## src/rtl/uhr_pkg.sv

```systemverilog
package uhr_pkg;
    localparam int DW        = 8;
    localparam int AW        = 3;
    localparam int CODE_W    = 4;
    localparam int NUM_CMDS  = 12;
    localparam int NUM_MODES = 2;
    localparam int PTR_W     = $clog2(NUM_MODES);

    localparam logic [AW-1:0] A_MODE    = AW'(0);
    localparam logic [AW-1:0] A_CLKSTAT = AW'(1);
    localparam logic [AW-1:0] A_CMD     = AW'(2);
    localparam logic [AW-1:0] A_HOLD    = AW'(3);
    localparam logic [AW-1:0] A_IRQ     = AW'(5);

    localparam logic [CODE_W-1:0] CODE_PTR_HOME = CODE_W'(1);

    typedef enum logic [1:0] {LEN5, LEN6, LEN7, LEN8} char_len_e;
    typedef enum logic [1:0] {PAR_WITH, PAR_FORCED, PAR_NONE, PAR_SPECIAL} par_mode_e;
    typedef enum logic [1:0] {CH_NORMAL, CH_ECHO, CH_LLOOP, CH_RLOOP} chan_e;

    typedef struct packed {
        logic      rts_ctl;
        logic      irq_full;
        logic      blk_err;
        par_mode_e pmode;
        logic      odd;
        char_len_e clen;
    } mode1_t;

    typedef struct packed {
        chan_e      chan;
        logic       rts_ctl;
        logic       cts_gate;
        logic [3:0] stop;
    } mode2_t;

    typedef struct packed {
        logic [AW-1:0] addr;
        logic [DW-1:0] data;
    } bus_xfer_t;

    function automatic logic [CODE_W-1:0] cmd_code(input logic [DW-1:0] d);
        return d[DW-1 -: CODE_W];
    endfunction
endpackage

```

## src/rtl/uhr_bus_port.sv

```systemverilog
module uhr_bus_port
    import uhr_pkg::*;
(
    input  logic          clk,
    input  logic          rst,
    input  logic          cs_n,
    input  logic          rd_n,
    input  logic          wr_n,
    input  logic [AW-1:0] addr,
    input  logic [DW-1:0] wdata,
    output logic          rd_active,
    output logic          wr_commit,
    output logic          rd_done,
    output bus_xfer_t     xfer
);
    logic wr_acc, rd_acc, wr_q, rd_q;

    assign wr_acc    = !cs_n && !wr_n;
    assign rd_acc    = !cs_n && !rd_n && wr_n;
    assign rd_active = rd_acc;
    assign wr_commit = wr_q && !wr_acc;
    assign rd_done   = rd_q && !rd_acc;

    always_ff @(posedge clk) begin
        if (rst) begin
            wr_q <= 1'b0;
            rd_q <= 1'b0;
            xfer <= '0;
        end else begin
            wr_q <= wr_acc;
            rd_q <= rd_acc;
            if (wr_acc || rd_acc)
                xfer <= '{addr: addr, data: wdata};
        end
    end
endmodule

```

## src/rtl/uhr_mode_bank.sv

```systemverilog
module uhr_mode_bank
    import uhr_pkg::*;
(
    input  logic          clk,
    input  logic          rst,
    input  logic          we,
    input  logic [DW-1:0] wdata,
    input  logic          adv,
    input  logic          ptr_home,
    output mode1_t        m1,
    output mode2_t        m2,
    output logic [DW-1:0] rd_val
);
    logic [PTR_W-1:0] sel;
    logic [DW-1:0]    regs [NUM_MODES];

    for (genvar i = 0; i < NUM_MODES; i++) begin : g_reg
        always_ff @(posedge clk) begin
            if (rst)
                regs[i] <= '0;
            else if (we && sel == PTR_W'(i))
                regs[i] <= wdata;
        end
    end

    always_ff @(posedge clk) begin
        if (rst || ptr_home)
            sel <= '0;
        else if ((we || adv) && sel != PTR_W'(NUM_MODES-1))
            sel <= sel + 1'b1;
    end

    assign rd_val = regs[sel];
    assign m1     = mode1_t'(regs[0]);
    assign m2     = mode2_t'(regs[1]);

    p_ptr_home_r3: assert property (@(posedge clk) disable iff (rst)
        ptr_home |=> (sel == '0));
    p_mode_hold_r3: assert property (@(posedge clk) disable iff (rst)
        !we |=> ($stable(m1) && $stable(m2)));
endmodule

```

## src/rtl/uhr_cmd_unit.sv

```systemverilog
module uhr_cmd_unit
    import uhr_pkg::*;
(
    input  logic                clk,
    input  logic                rst,
    input  logic                we,
    input  logic [DW-1:0]       wdata,
    output logic                ptr_home,
    output logic                rx_en,
    output logic                tx_en,
    output logic [NUM_CMDS-1:0] pulse
);
    logic [CODE_W-1:0] code;
    assign code     = cmd_code(wdata);
    assign ptr_home = we && (code == CODE_PTR_HOME);

    for (genvar c = 0; c < NUM_CMDS; c++) begin : g_pulse
        always_ff @(posedge clk) begin
            if (rst) pulse[c] <= 1'b0;
            else     pulse[c] <= we && (code == CODE_W'(c + 1));
        end
    end

    always_ff @(posedge clk) begin
        if (rst) begin
            rx_en <= 1'b0;
            tx_en <= 1'b0;
        end else if (we) begin
            if (wdata[1])      rx_en <= 1'b0;
            else if (wdata[0]) rx_en <= 1'b1;
            if (wdata[3])      tx_en <= 1'b0;
            else if (wdata[2]) tx_en <= 1'b1;
        end
    end

    p_pulse_onehot_r6: assert property (@(posedge clk) disable iff (rst)
        $onehot0(pulse));
    p_pulse_width_r6: assert property (@(posedge clk) disable iff (rst)
        (|pulse) |=> !(|pulse));
    p_rx_dis_wins_r7: assert property (@(posedge clk) disable iff (rst)
        (we && wdata[1]) |=> !rx_en);
    p_tx_dis_wins_r7: assert property (@(posedge clk) disable iff (rst)
        (we && wdata[3]) |=> !tx_en);
endmodule

```

## src/rtl/uart_host_regs.sv

```systemverilog
module uart_host_regs
    import uhr_pkg::*;
(
    input  logic                clk,
    input  logic                rst,
    input  logic                bus_cs_n,
    input  logic                bus_rd_n,
    input  logic                bus_wr_n,
    input  logic [AW-1:0]       bus_addr,
    input  logic [DW-1:0]       bus_wdata,
    output logic [DW-1:0]       bus_rdata,
    input  logic [DW-1:0]       stat_in,
    input  logic [DW-1:0]       rx_hold_in,
    input  logic [DW-1:0]       irq_stat_in,
    output logic [1:0]          char_len,
    output logic                parity_odd,
    output logic [1:0]          parity_mode,
    output logic                block_err_mode,
    output logic                rx_irq_on_full,
    output logic                rx_rts_ctl,
    output logic [1:0]          chan_mode,
    output logic                tx_rts_ctl,
    output logic                cts_gates_tx,
    output logic [3:0]          stop_code,
    output logic                rx_enable,
    output logic                tx_enable,
    output logic [NUM_CMDS-1:0] cmd_pulse,
    output logic [DW-1:0]       clk_sel,
    output logic [DW-1:0]       tx_hold,
    output logic                tx_load,
    output logic [DW-1:0]       irq_mask,
    output logic                rx_pop
);
    logic      rd_active, wr_commit, rd_done, ptr_home;
    bus_xfer_t xfer;
    mode1_t    m1;
    mode2_t    m2;
    logic [DW-1:0] mode_rd;

    uhr_bus_port u_port (
        .clk(clk), .rst(rst), .cs_n(bus_cs_n), .rd_n(bus_rd_n), .wr_n(bus_wr_n),
        .addr(bus_addr), .wdata(bus_wdata), .rd_active(rd_active),
        .wr_commit(wr_commit), .rd_done(rd_done), .xfer(xfer)
    );

    uhr_cmd_unit u_cmd (
        .clk(clk), .rst(rst), .we(wr_commit && xfer.addr == A_CMD),
        .wdata(xfer.data), .ptr_home(ptr_home), .rx_en(rx_enable),
        .tx_en(tx_enable), .pulse(cmd_pulse)
    );

    uhr_mode_bank u_mode (
        .clk(clk), .rst(rst), .we(wr_commit && xfer.addr == A_MODE),
        .wdata(xfer.data), .adv(rd_done && xfer.addr == A_MODE),
        .ptr_home(ptr_home), .m1(m1), .m2(m2), .rd_val(mode_rd)
    );

    always_ff @(posedge clk) begin
        if (rst) begin
            clk_sel  <= '0;
            tx_hold  <= '0;
            irq_mask <= '0;
            tx_load  <= 1'b0;
            rx_pop   <= 1'b0;
        end else begin
            tx_load <= wr_commit && xfer.addr == A_HOLD;
            rx_pop  <= rd_done && xfer.addr == A_HOLD;
            if (wr_commit) begin
                case (xfer.addr)
                    A_CLKSTAT: clk_sel  <= xfer.data;
                    A_HOLD:    tx_hold  <= xfer.data;
                    A_IRQ:     irq_mask <= xfer.data;
                    default:   ;
                endcase
            end
        end
    end

    always_comb begin
        bus_rdata = '0;
        if (rd_active) begin
            case (bus_addr)
                A_MODE:    bus_rdata = mode_rd;
                A_CLKSTAT: bus_rdata = stat_in;
                A_HOLD:    bus_rdata = rx_hold_in;
                A_IRQ:     bus_rdata = irq_stat_in;
                default:   bus_rdata = '0;
            endcase
        end
    end

    assign char_len       = m1.clen;
    assign parity_odd     = m1.odd;
    assign parity_mode    = m1.pmode;
    assign block_err_mode = m1.blk_err;
    assign rx_irq_on_full = m1.irq_full;
    assign rx_rts_ctl     = m1.rts_ctl;
    assign chan_mode      = m2.chan;
    assign tx_rts_ctl     = m2.rts_ctl;
    assign cts_gates_tx   = m2.cts_gate;
    assign stop_code      = m2.stop;

    p_mask_hold_r9: assert property (@(posedge clk) disable iff (rst)
        !(wr_commit && xfer.addr == A_IRQ) |=> $stable(irq_mask));
    p_load_width_r8: assert property (@(posedge clk) disable iff (rst)
        tx_load |=> !tx_load);
    p_pop_needs_read_r10: assert property (@(posedge clk) disable iff (rst)
        $rose(rx_pop) |-> $past(!bus_wr_n || bus_cs_n || bus_rd_n));
endmodule

```

## config.mk

```make
export PLATFORM = sky130hd
export DESIGN_NAME = uart_host_regs
export DESIGN_NICKNAME = d
export VERILOG_FILES = /design/src/rtl/uhr_pkg.sv /design/src/rtl/uhr_bus_port.sv /design/src/rtl/uhr_mode_bank.sv /design/src/rtl/uhr_cmd_unit.sv /design/src/rtl/uart_host_regs.sv
export SDC_FILE = /design/constraint.sdc
export NUM_CORES = 1
export LEC_CHECK = 0
export ABC_AREA = 0
export BUFFER_PORTS_ARGS = -buffer_cell sky130_fd_sc_hd__buf_4
export CAP_MARGIN = 20
export CORE_AREA = 2 2 101 74
export DETAILED_ROUTE_END_ITERATION = 8
export DIE_AREA = 0 0 103 76
export PLACE_DENSITY = 0.8
export SETUP_SLACK_MARGIN = 0.2
export SLEW_MARGIN = 20
export SYNTH_ARGS = -nofsm -noshare
export SYNTH_HDL_FRONTEND = slang
export SYNTH_SLANG_ARGS = --single-unit
```

## constraint.sdc

```tcl
create_clock -name clk -period 2.4 [get_ports clk]
set_input_delay 0.36 -clock clk [delete_from_list [all_inputs] [get_ports clk]]
set_output_delay 0.36 -clock clk [all_outputs]
set_load 0.01 [all_outputs]
```

==> impl_metrics.tcl, run 1 <==
set metrics [dict create \
    worst_ir_drop_vdd_uv 316.7 \
    slowest_delay_ns 0.56 \
    synth_mux_area_share_pct 2.830 \
    static-leakage-power_uw 0.001656 \
    cts_root_buf "clkbuf_8" \
    synth_top_family_by_area "simple AND/OR/NAND/NOR gates" \
    synth-seq-cells 71 \
    synth_top_area_share_pct 34.59 \
    power.density_nw_per_um2 599.1 \
    diodes 0 \
    dr.first_iter.drc_count 156 \
    r2r_slack_ns 0.52 \
    areaGrowthSynthToFinish_pct 30.74 \
    syn_inst 347 \
    p_switching_uw 611.1 \
    cts_repair_resize_count 0 \
    core_area_sq_um 6962 \
    synthAdderAreaFrac_pct 0.3145 \
    postSynthAreaPerCell_sq_um 9.173 \
    p_total_uw 2493 \
    drive_gt1_share_pct 31.87 \
    ys_types 42 \
    place_area_sq_um 3950 \
    arrival_ns 1.73 \
    crit_path_start_kind "flop" \
    portBuffers 103 \
    grt_usage_pct 22.12 \
    finalSetupViolations 0 \
    synth_top_area_cell "dfxtp_1" \
    r2r-end "u_mode.regs[0][0]" \
    hold_path_startpoint "bus_wdata[4]" \
    rows 26 \
    drv_slew 0 \
    ys_warn_count 0 \
    antenna_left 0 \
    die_x_um 103 \
    power_frac_seq_pct 51.5 \
    slew_headroom_pct 49.87 \
    required_ns 2.04 \
    crit_chain "mux2_2 -> a22oi_1 -> a211oi_1 -> buf_4" \
    path_max_fanout 8 \
    antenna_found_initial 0 \
    via_per_inst 5.593 \
    grt_pass1_vias 2694 \
    clockPowerShare_pct 38.8 \
    p_int_uw 1882 \
    critPathSlowestCell "dfxtp_1" \
    die_h_um 76 \
    grt_first_pass_wirelength_mm 13.51 \
    rsz0062_at_grt "false" \
    htree_num_levels 3 \
    min_path_type "in2reg" \
    die-area_sq_um 7828 \
    worst_pin_slew_ns 0.7487 \
    r2r_start "u_port.xfer[10]" \
    finalHoldViolCount 0 \
    yosysSeqAreaShare_pct 49.69 \
    path_class "reg2out" \
    dp_hpwl_mm 5.945 \
    reg2reg_depth 3 \
    clock-sinks 71 \
    clk_pin_slew_ns 0.08 \
    synth-simple-area-share_pct 22.64 \
    wire_per_inst_um 16.20 \
    synthesis.nets 387 \
    place.gp.congestion 0.8927 \
    hold_ws_ns 0.2536 \
    hold_path_depth 3 \
    yosys-top-cells-area "dfxtp_1 35%, edfxtp_1 15%, a21oi_1 5.7%, and3b_1 4.4%, o31ai_1 3.8%" \
    switching_share_pct 24.51 \
    maxCapViolCount 0 \
    post_cts_buffers 0 \
    cts_made_buffers 9 \
    start_util_pct 45.72 \
    drc_errors 0 \
    synth_xor_area_share_pct 0 \
    cts_hold_buf 0 \
    grt-ovfl-total 0 \
    clock_latency_ns 0.35 \
    layout_min_cycle_time_ns 2.088 \
    period_share_pct 87.00 \
    layout_commonest_cell "buf_4" \
    fmax_mhz 478.9 \
    post-route-util_pct 59.78 \
    holdPathEnd "u_port.xfer[4]" \
    pin_count 104 \
    grt_max_degree 50 \
    endpoint_kind "primary output" \
    nNetsFinal 468 \
    via_count 2970 \
    cts_tree "yes" \
    synth_compound_area_share_pct 18.36 \
    routed_wl_mm 8.602 \
    clockBufferDepth 2 \
    synth_area_sq_um 3183 \
    finalSetupTns_ns 0 \
    layout_common_cells "107 x buf_4, 55 x dfxtp_1, 36 x a21oi_1, 26 x nand2_1, 22 x nor3_1" \
    combPwrFrac_pct 9.6 \
    final_area_sq_um 4161 \
    status "finished, final reports clean" \
    skew_ns 0.01123 \
    drt_pass1_iterations 4 \
]
[flip-flops by register name, summed over array words and instances (netlist names), 8 cells and up, named ones only]
name / count
u_port.xfer: 11
tx_hold: 8
u_cmd.pulse: 12
clk_sel: 8
u_mode.regs: 16
irq_mask: 8
[per-stage QoR]
| stage | instances | setup slack (ns) |
|---|---|---|
| 2_1_floorplan | 347 | 0.5384 |
| 3_3_place_gp | 515 | 0.5129 |
| 3_5_place_dp | 515 | 0.4326 |
| 4_1_cts | 531 | 0.2876 |
| 5_1_grt | 531 | 0.2124 |
| 6_report | 531 | 0.3121 |
[per-layer routing]
layer | share of wire (%) | routed length [um] | global-route usage [%] | vias to the layer above
met5 | 0 | 0 | 0 | -
met4 | 1.2 | 102 | 5.395 | 0
met3 | 8.5 | 734 | 6.422 | 13
met2 | 46 | 3947 | 32.99 | 122
met1 | 44 | 3818 | 31.65 | 1397
li1 | - | - | - | 1438
[final cells by class]
cell class	instances	area, sq um
clock buffer	13	191.4
fill	624	2800
multi-input combinational	229	1405
tap	98	122.6
inverter	10	37.54
clock inverter	3	20.02
sequential	71	1582
timing repair buffer	107	803.3
[power groups by stage]
stage | sequential (uW) | combinational [uW] | clock [uW]
global placement | 1310 | 233 | 0
finish | 1280 | 240 | 968
global route | 1290 | 260 | 1040
floorplan | 1290 | 150 | 0
detailed placement | 1310 | 237 | 0
CTS | 1280 | 239 | 989
[cell usage after synthesis]
library cell and number:
nor2_1 15, o21ai_0 16, clkbuf_2 1, dfxtp_1 55, nor3_1 22, and2_1 1
a41o_1 2, mux2_2 8, nor3b_2 1, o31a_1 1, nand3_1 9, buf_6 1
a21oi_1 36, nor4_1 3, or2_2 1, or3_4 1, a211oi_1 8, nand2b_1 2
buf_2 9, inv_1 9, nor3_2 2, nor2b_1 3, clkinv_1 1, a311oi_1 2
a21o_1 1, nor2_2 1, nand4b_1 1, nor4b_1 1, a31oi_1 2, clkbuf_1 24
edfxtp_1 16, maj3_1 1, o31ai_1 16, and3b_1 16, or3b_2 1, a22oi_1 8
o211ai_1 1, nand4_1 19, buf_1 2, o211a_1 1, nand2_1 26, or4b_4 1
[cells by family (layout without fill, tap and decap cells)]
kind of cell | count (synthesis) | after routing
buffers and inverters | 47 | 133
adder cells (fa/ha/maj) | 1 | 1
flip-flops | 71 | 71
AND/OR/NAND/NOR | 126 | 126
multiplexers | 8 | 8
AO/OA/AOI/OAI | 94 | 94
[critical path, delay by kind of cell (launching register included)]
kind	cells	cell delay [ns]
muxes	1	0.40
AOI/OAI and AO/OA	2	0.27
buffers and inverters	1	0.16
DFF	1	0.56
[how the worst max path moves through the flow]
stage,slack (ns),cells after the start,startpoint,end
2_1_floorplan,0.54,4,bus_cs_n,bus_rdata[0]
3_3_place_gp,0.51,5,bus_addr[2],bus_rdata[6]
3_5_place_dp,0.43,5,bus_addr[2],bus_rdata[6]
4_1_cts,0.29,4,flop,bus_rdata[6]
5_1_grt,0.21,4,flop,bus_rdata[2]
6_report,0.31,4,flop,bus_rdata[6]
Note: power is estimated with default switching activity, not from simulation.
==> run 2: changes to the inputs <==
--- a/config.mk
+++ b/config.mk
@@ -9,11 +9,11 @@
 export BUFFER_PORTS_ARGS = -buffer_cell sky130_fd_sc_hd__buf_4
 export CAP_MARGIN = 20
 export CORE_AREA = 2 2 101 74
+export CTS_BUF_LIST = sky130_fd_sc_hd__clkbuf_8
 export DETAILED_ROUTE_END_ITERATION = 8
 export DIE_AREA = 0 0 103 76
 export PLACE_DENSITY = 0.8
 export SETUP_SLACK_MARGIN = 0.2
-export SLEW_MARGIN = 20
 export SYNTH_ARGS = -nofsm -noshare
 export SYNTH_HDL_FRONTEND = slang
 export SYNTH_SLANG_ARGS = --single-unit
==> impl_metrics.tcl, run 2 (same netlist as run 1, synthesis figures left out) <==
set metrics [dict create \
    status "finished, final reports clean" \
    pin_count 104 \
    cts_tree "yes" \
    arrival_ns 1.73 \
    worst-path-stages 4 \
    place.gp.congestion 0.8927 \
    start_util_pct 45.72 \
    via_per_inst 5.591 \
    reg.largest.list "u_mode.regs x16, u_cmd.pulse x12, u_port.xfer x11" \
    fmax_mhz 478.1 \
    finalHoldViolCount 0 \
    clock_latency_ns 0.35 \
    antenna_found_initial 0 \
    drive_gt1_share_pct 31.87 \
    routed_wl_mm 8.555 \
    die_x_um 103 \
    die-area_sq_um 7828 \
    r2r_slack_ns 0.51 \
    clock-sinks 71 \
    r2r-end "u_mode.regs[0][0]" \
    path_max_fanout 8 \
    endpoint_kind "primary output" \
    nNetsFinal 468 \
    layout_min_cycle_time_ns 2.092 \
    endpoint "bus_rdata[6]" \
    rows 26 \
    post_cts_buffers 0 \
    finalSetupTns_ns 0 \
    portBuffers 103 \
    cts_root_buf "clkbuf_8" \
    r2r_start "u_port.xfer[10]" \
    clockBufferDepth 2 \
    path_class "reg2out" \
    htree_num_levels 3 \
    p_total_uw 2575 \
    grt_usage_pct 22.10 \
    worst-path-buf-inv 1 \
    layout_commonest_cell "buf_4" \
    slowest_delay_ns 0.56 \
    core_area_sq_um 6962 \
    largest_reg_flops 16 \
    min_path_type "in2reg" \
    static-leakage-power_uw 0.001663 \
    layout_common_cells "107 x buf_4, 55 x dfxtp_1, 36 x a21oi_1, 26 x nand2_1, 22 x nor3_1" \
    clk_pin_slew_ns 0.08 \
    grt_use_met3_pct 6.422 \
    skew_ns 0.01238 \
    met2_usage_pct 32.79 \
    critPathSlowestCell "dfxtp_1" \
    rsz0062_at_grt "false" \
    antenna_left 0 \
    grt_pass1_vias 2689 \
    die_h_um 76 \
    crit_path_start_kind "flop" \
    cts_made_buffers 9 \
    period_share_pct 87.16 \
    maxCapViolCount 0 \
    drv_slew 0 \
    hold_path_startpoint "bus_wdata[4]" \
    n_fill_cell 623 \
    power.density_nw_per_um2 617.2 \
    worst_ir_drop_vdd_uv 317.0 \
    wire_per_inst_um 16.11 \
    grt_max_degree 50 \
    grtUsageMet1_pct 31.77 \
    areaGrowthSynthToFinish_pct 31.05 \
    grt.busiest_layer "met2" \
    dp_hpwl_mm 5.945 \
    slew_headroom_pct 48.97 \
    grt_first_pass_wirelength_mm 13.51 \
    worst_pin_slew_ns 0.7620 \
    drc_errors 0 \
    finalSetupViolations 0 \
    grt-ovfl-total 0 \
    dr.first_iter.drc_count 155 \
    reg2reg_depth 3 \
    crit_chain "mux2_2 -> a22oi_1 -> a211oi_1 -> buf_4" \
    via_count 2969 \
    cts_hold_buf 0 \
    regMostFlops "u_mode.regs" \
    drt_pass1_iterations 4 \
    required_ns 2.04 \
    cpLargestDelayFamily "flip-flops" \
    cts_repair_resize_count 0 \
    diodes 0 \
]
## run 2: cell count changes in the layout (fill, tap and decap cells not counted)
cell / before / now
bufinv_16: 0 / 2
clkbuf_16: 2 / 0
clkbuf_1: 1 / 0
inv_1: 9 / 10
## run 2: power by group
group	switching [uW]	internal (uW)	leakage [uW]
Clock	440	610	0.000118
Sequential	40.5	1240	0.000611
Combinational	133	107	0.000934
Total	613	1960	0.00166
## run 2: cell type report
class | instances | area (sq um) | share of cell area, %
Sequential cell | 71 | 1582 | 37.91
Tap cell | 98 | 122.6 | 2.939
Clock inverter | 6 | 83.83 | 2.010
Timing Repair Buffer | 107 | 803.3 | 19.26
Multi-Input combinational cell | 229 | 1405 | 33.68
Clock buffer | 10 | 137.6 | 3.299
Inverter | 10 | 37.54 | 0.8998
## run 2: worst reg2reg max path: stages, from the launching register on
cell      delay (ns)
dfxtp_1         0.39
nor2_2          0.37
nand4b_1        0.56
nor3_1          0.38
## run 2: worst min path at each step
stage                                end  cells past startpoint
after CTS                 u_port.xfer[4]                      3
after detailed placement     irq_mask[7]                      2
after global routing      u_port.xfer[4]                      3
after global placement       irq_mask[4]                      2
final                     u_port.xfer[4]                      3
after floorplan                   rx_pop                      2
## run 2: through the flow
step / hold slack (ns) / util (%) / cell area (sq um) / worst slack, ns / cells
final: 0.2528 / 59.92 / 4172 / 0.3082 / 531
after global routing: 0.2371 / 59.92 / 4172 / 0.2137 / 531
after CTS: 0.2402 / 59.92 / 4172 / 0.2891 / 531
after detailed placement: 0.4626 / 56.74 / 3950 / 0.4326 / 515
after global placement: 0.4617 / 56.74 / 3950 / 0.5129 / 515
after floorplan: 0.4529 / - / 3183 / 0.5384 / 347
## run 2: layer usage
metal	routed length [um]	part of all wire (%)
met1	3740	44
met2	3943	46
met3	789	9.2
met4	82	0.96
met5	0	0
==> run 3: changes to the inputs <==
--- a/config.mk
+++ b/config.mk
@@ -13,6 +13,7 @@
 export DETAILED_ROUTE_END_ITERATION = 8
 export DIE_AREA = 0 0 103 76
 export PLACE_DENSITY = 0.8
+export RECOVER_POWER = 50
 export SETUP_SLACK_MARGIN = 0.2
 export SYNTH_ARGS = -nofsm -noshare
 export SYNTH_HDL_FRONTEND = slang
==> impl_metrics.tcl, run 3 (same netlist as run 1, synthesis figures left out) <==
set metrics [dict create \
    layout_min_cycle_time_ns 2.092 \
    slew_headroom_pct 49.54 \
    required_ns 2.04 \
    via_per_inst 5.565 \
    reg.largest.list "u_mode.regs x16, u_cmd.pulse x12, u_port.xfer x11" \
    finalSetupViolations 0 \
    clockBufferDepth 2 \
    grt_usage_pct 22.10 \
    static-leakage-power_uw 0.001427 \
    drc_errors 0 \
    maxCapViolCount 0 \
    routed_wl_mm 8.600 \
    status "finished, final reports clean" \
    power.density_nw_per_um2 648.3 \
    nNetsFinal 468 \
    place_area_sq_um 3950 \
    pin_count 104 \
    layout_commonest_cell "clkbuf_1" \
    cts_root_buf "clkbuf_8" \
    drt_pass1_iterations 4 \
    routed-wl-met2_mm 3.906 \
    largest_reg_flops 16 \
    grt_first_pass_wirelength_mm 13.51 \
    cts_repair_resize_count 0 \
    routed.top_layer "met4" \
    clock-sinks 71 \
    fmax_mhz 478.0 \
    period_share_pct 87.17 \
    grt_pass1_vias 2689 \
    dr.first_iter.drc_count 181 \
    finalHoldViolCount 0 \
    diodes 0 \
    min_path_type "in2reg" \
    p_total_uw 2566 \
    grt-ovfl-total 0 \
    hold_ws_ns 0.2537 \
    final_area_sq_um 3958 \
    wire_per_inst_um 16.20 \
    grt_max_degree 50 \
    core_area_sq_um 6962 \
    die-area_sq_um 7828 \
    cts_tree "yes" \
    start_util_pct 45.72 \
    regMostFlops "u_mode.regs" \
    arrival_ns 1.73 \
    areaGrowthSynthToFinish_pct 24.33 \
    rsz0062_at_grt "false" \
    drv_slew 0 \
    antenna_left 0 \
    cts_made_buffers 9 \
    cts_hold_buf 0 \
    place.gp.congestion 0.8927 \
    clock_latency_ns 0.35 \
    dr_wl_met3_um 751 \
    worst_ir_drop_vdd_uv 317.6 \
    skew_ns 0.009164 \
    htree_num_levels 3 \
    finalSetupTns_ns 0 \
    die_h_um 76 \
    crit_path_start_kind "flop" \
    endpoint_kind "primary output" \
    path_max_fanout 8 \
    drive_gt1_share_pct 18.71 \
    wl_met1_mm 3.843 \
    layout_common_cells "57 x clkbuf_1, 55 x dfxtp_1, 50 x buf_4, 36 x a21oi_1, 26 x nand2_1" \
    portBuffers 103 \
    worst_pin_slew_ns 0.7535 \
    rows 26 \
    antenna_found_initial 0 \
    path_class "reg2out" \
    dp_hpwl_mm 5.945 \
    clk_pin_slew_ns 0.08 \
    die_x_um 103 \
    layoutNonFillerInstCount 531 \
    dpl.cell_count 515 \
    post_cts_buffers 0 \
    via_count 2955 \
]
==> run 3: cell count changes in the layout (fill, tap and decap cells not counted) <==
cell,previous run,this run
buf_4,107,50
clkbuf_1,0,57
==> run 3: layout make-up <==
cell class / instances / area [sq um]
multi-input cells: 229 / 1405
inverters: 10 / 37.54
repair buffers: 107 / 589.3
clock inverters: 6 / 83.83
flip-flops and latches: 71 / 1582
fillers: 661 / 3004
well taps: 98 / 122.6
clock buffers: 10 / 137.6
==> run 3: report_power, final <==
group          switching [uW]  internal, uW
Clock                     441           610
Combinational             133          96.9
Sequential               40.1          1240
Total                     614          1950
==> run 3: through the flow <==
step | worst slack, ns | utilization (%)
after detailed placement | 0.4326 | 56.74
after CTS | 0.2891 | 59.92
after global placement | 0.5129 | 56.74
after global routing | 0.2137 | 56.85
final | 0.3080 | 56.85
after floorplan | 0.5384 | -
==> run 3: path summary, 6_finish.rpt <==
path | start | end | slack [ns] | depth (start not counted)
setup / recovery | flop | bus_rdata[6] | 0.31 | 4
hold / removal | bus_wdata[4] | u_port.xfer[4] | 0.25 | 3
setup reg to reg | u_port.xfer[10] | u_mode.regs[0][0] | 0.53 | 3
hold reg to reg | irq_mask[6] | irq_mask[6] | 0.47 | 2
==> run 3: critical path, stage by stage, from the launching register on <==
cell,delay [ns]
dfxtp_1,0.56
mux2_2,0.39
a22oi_1,0.17
a211oi_1,0.10
buf_4,0.16
==> run 3: metal layers <==
layer,up-vias,GRT usage (%)
li1,1441,-
met1,1374,31.77
met2,127,32.79
met3,13,6.422
met4,0,5.395
met5,-,0
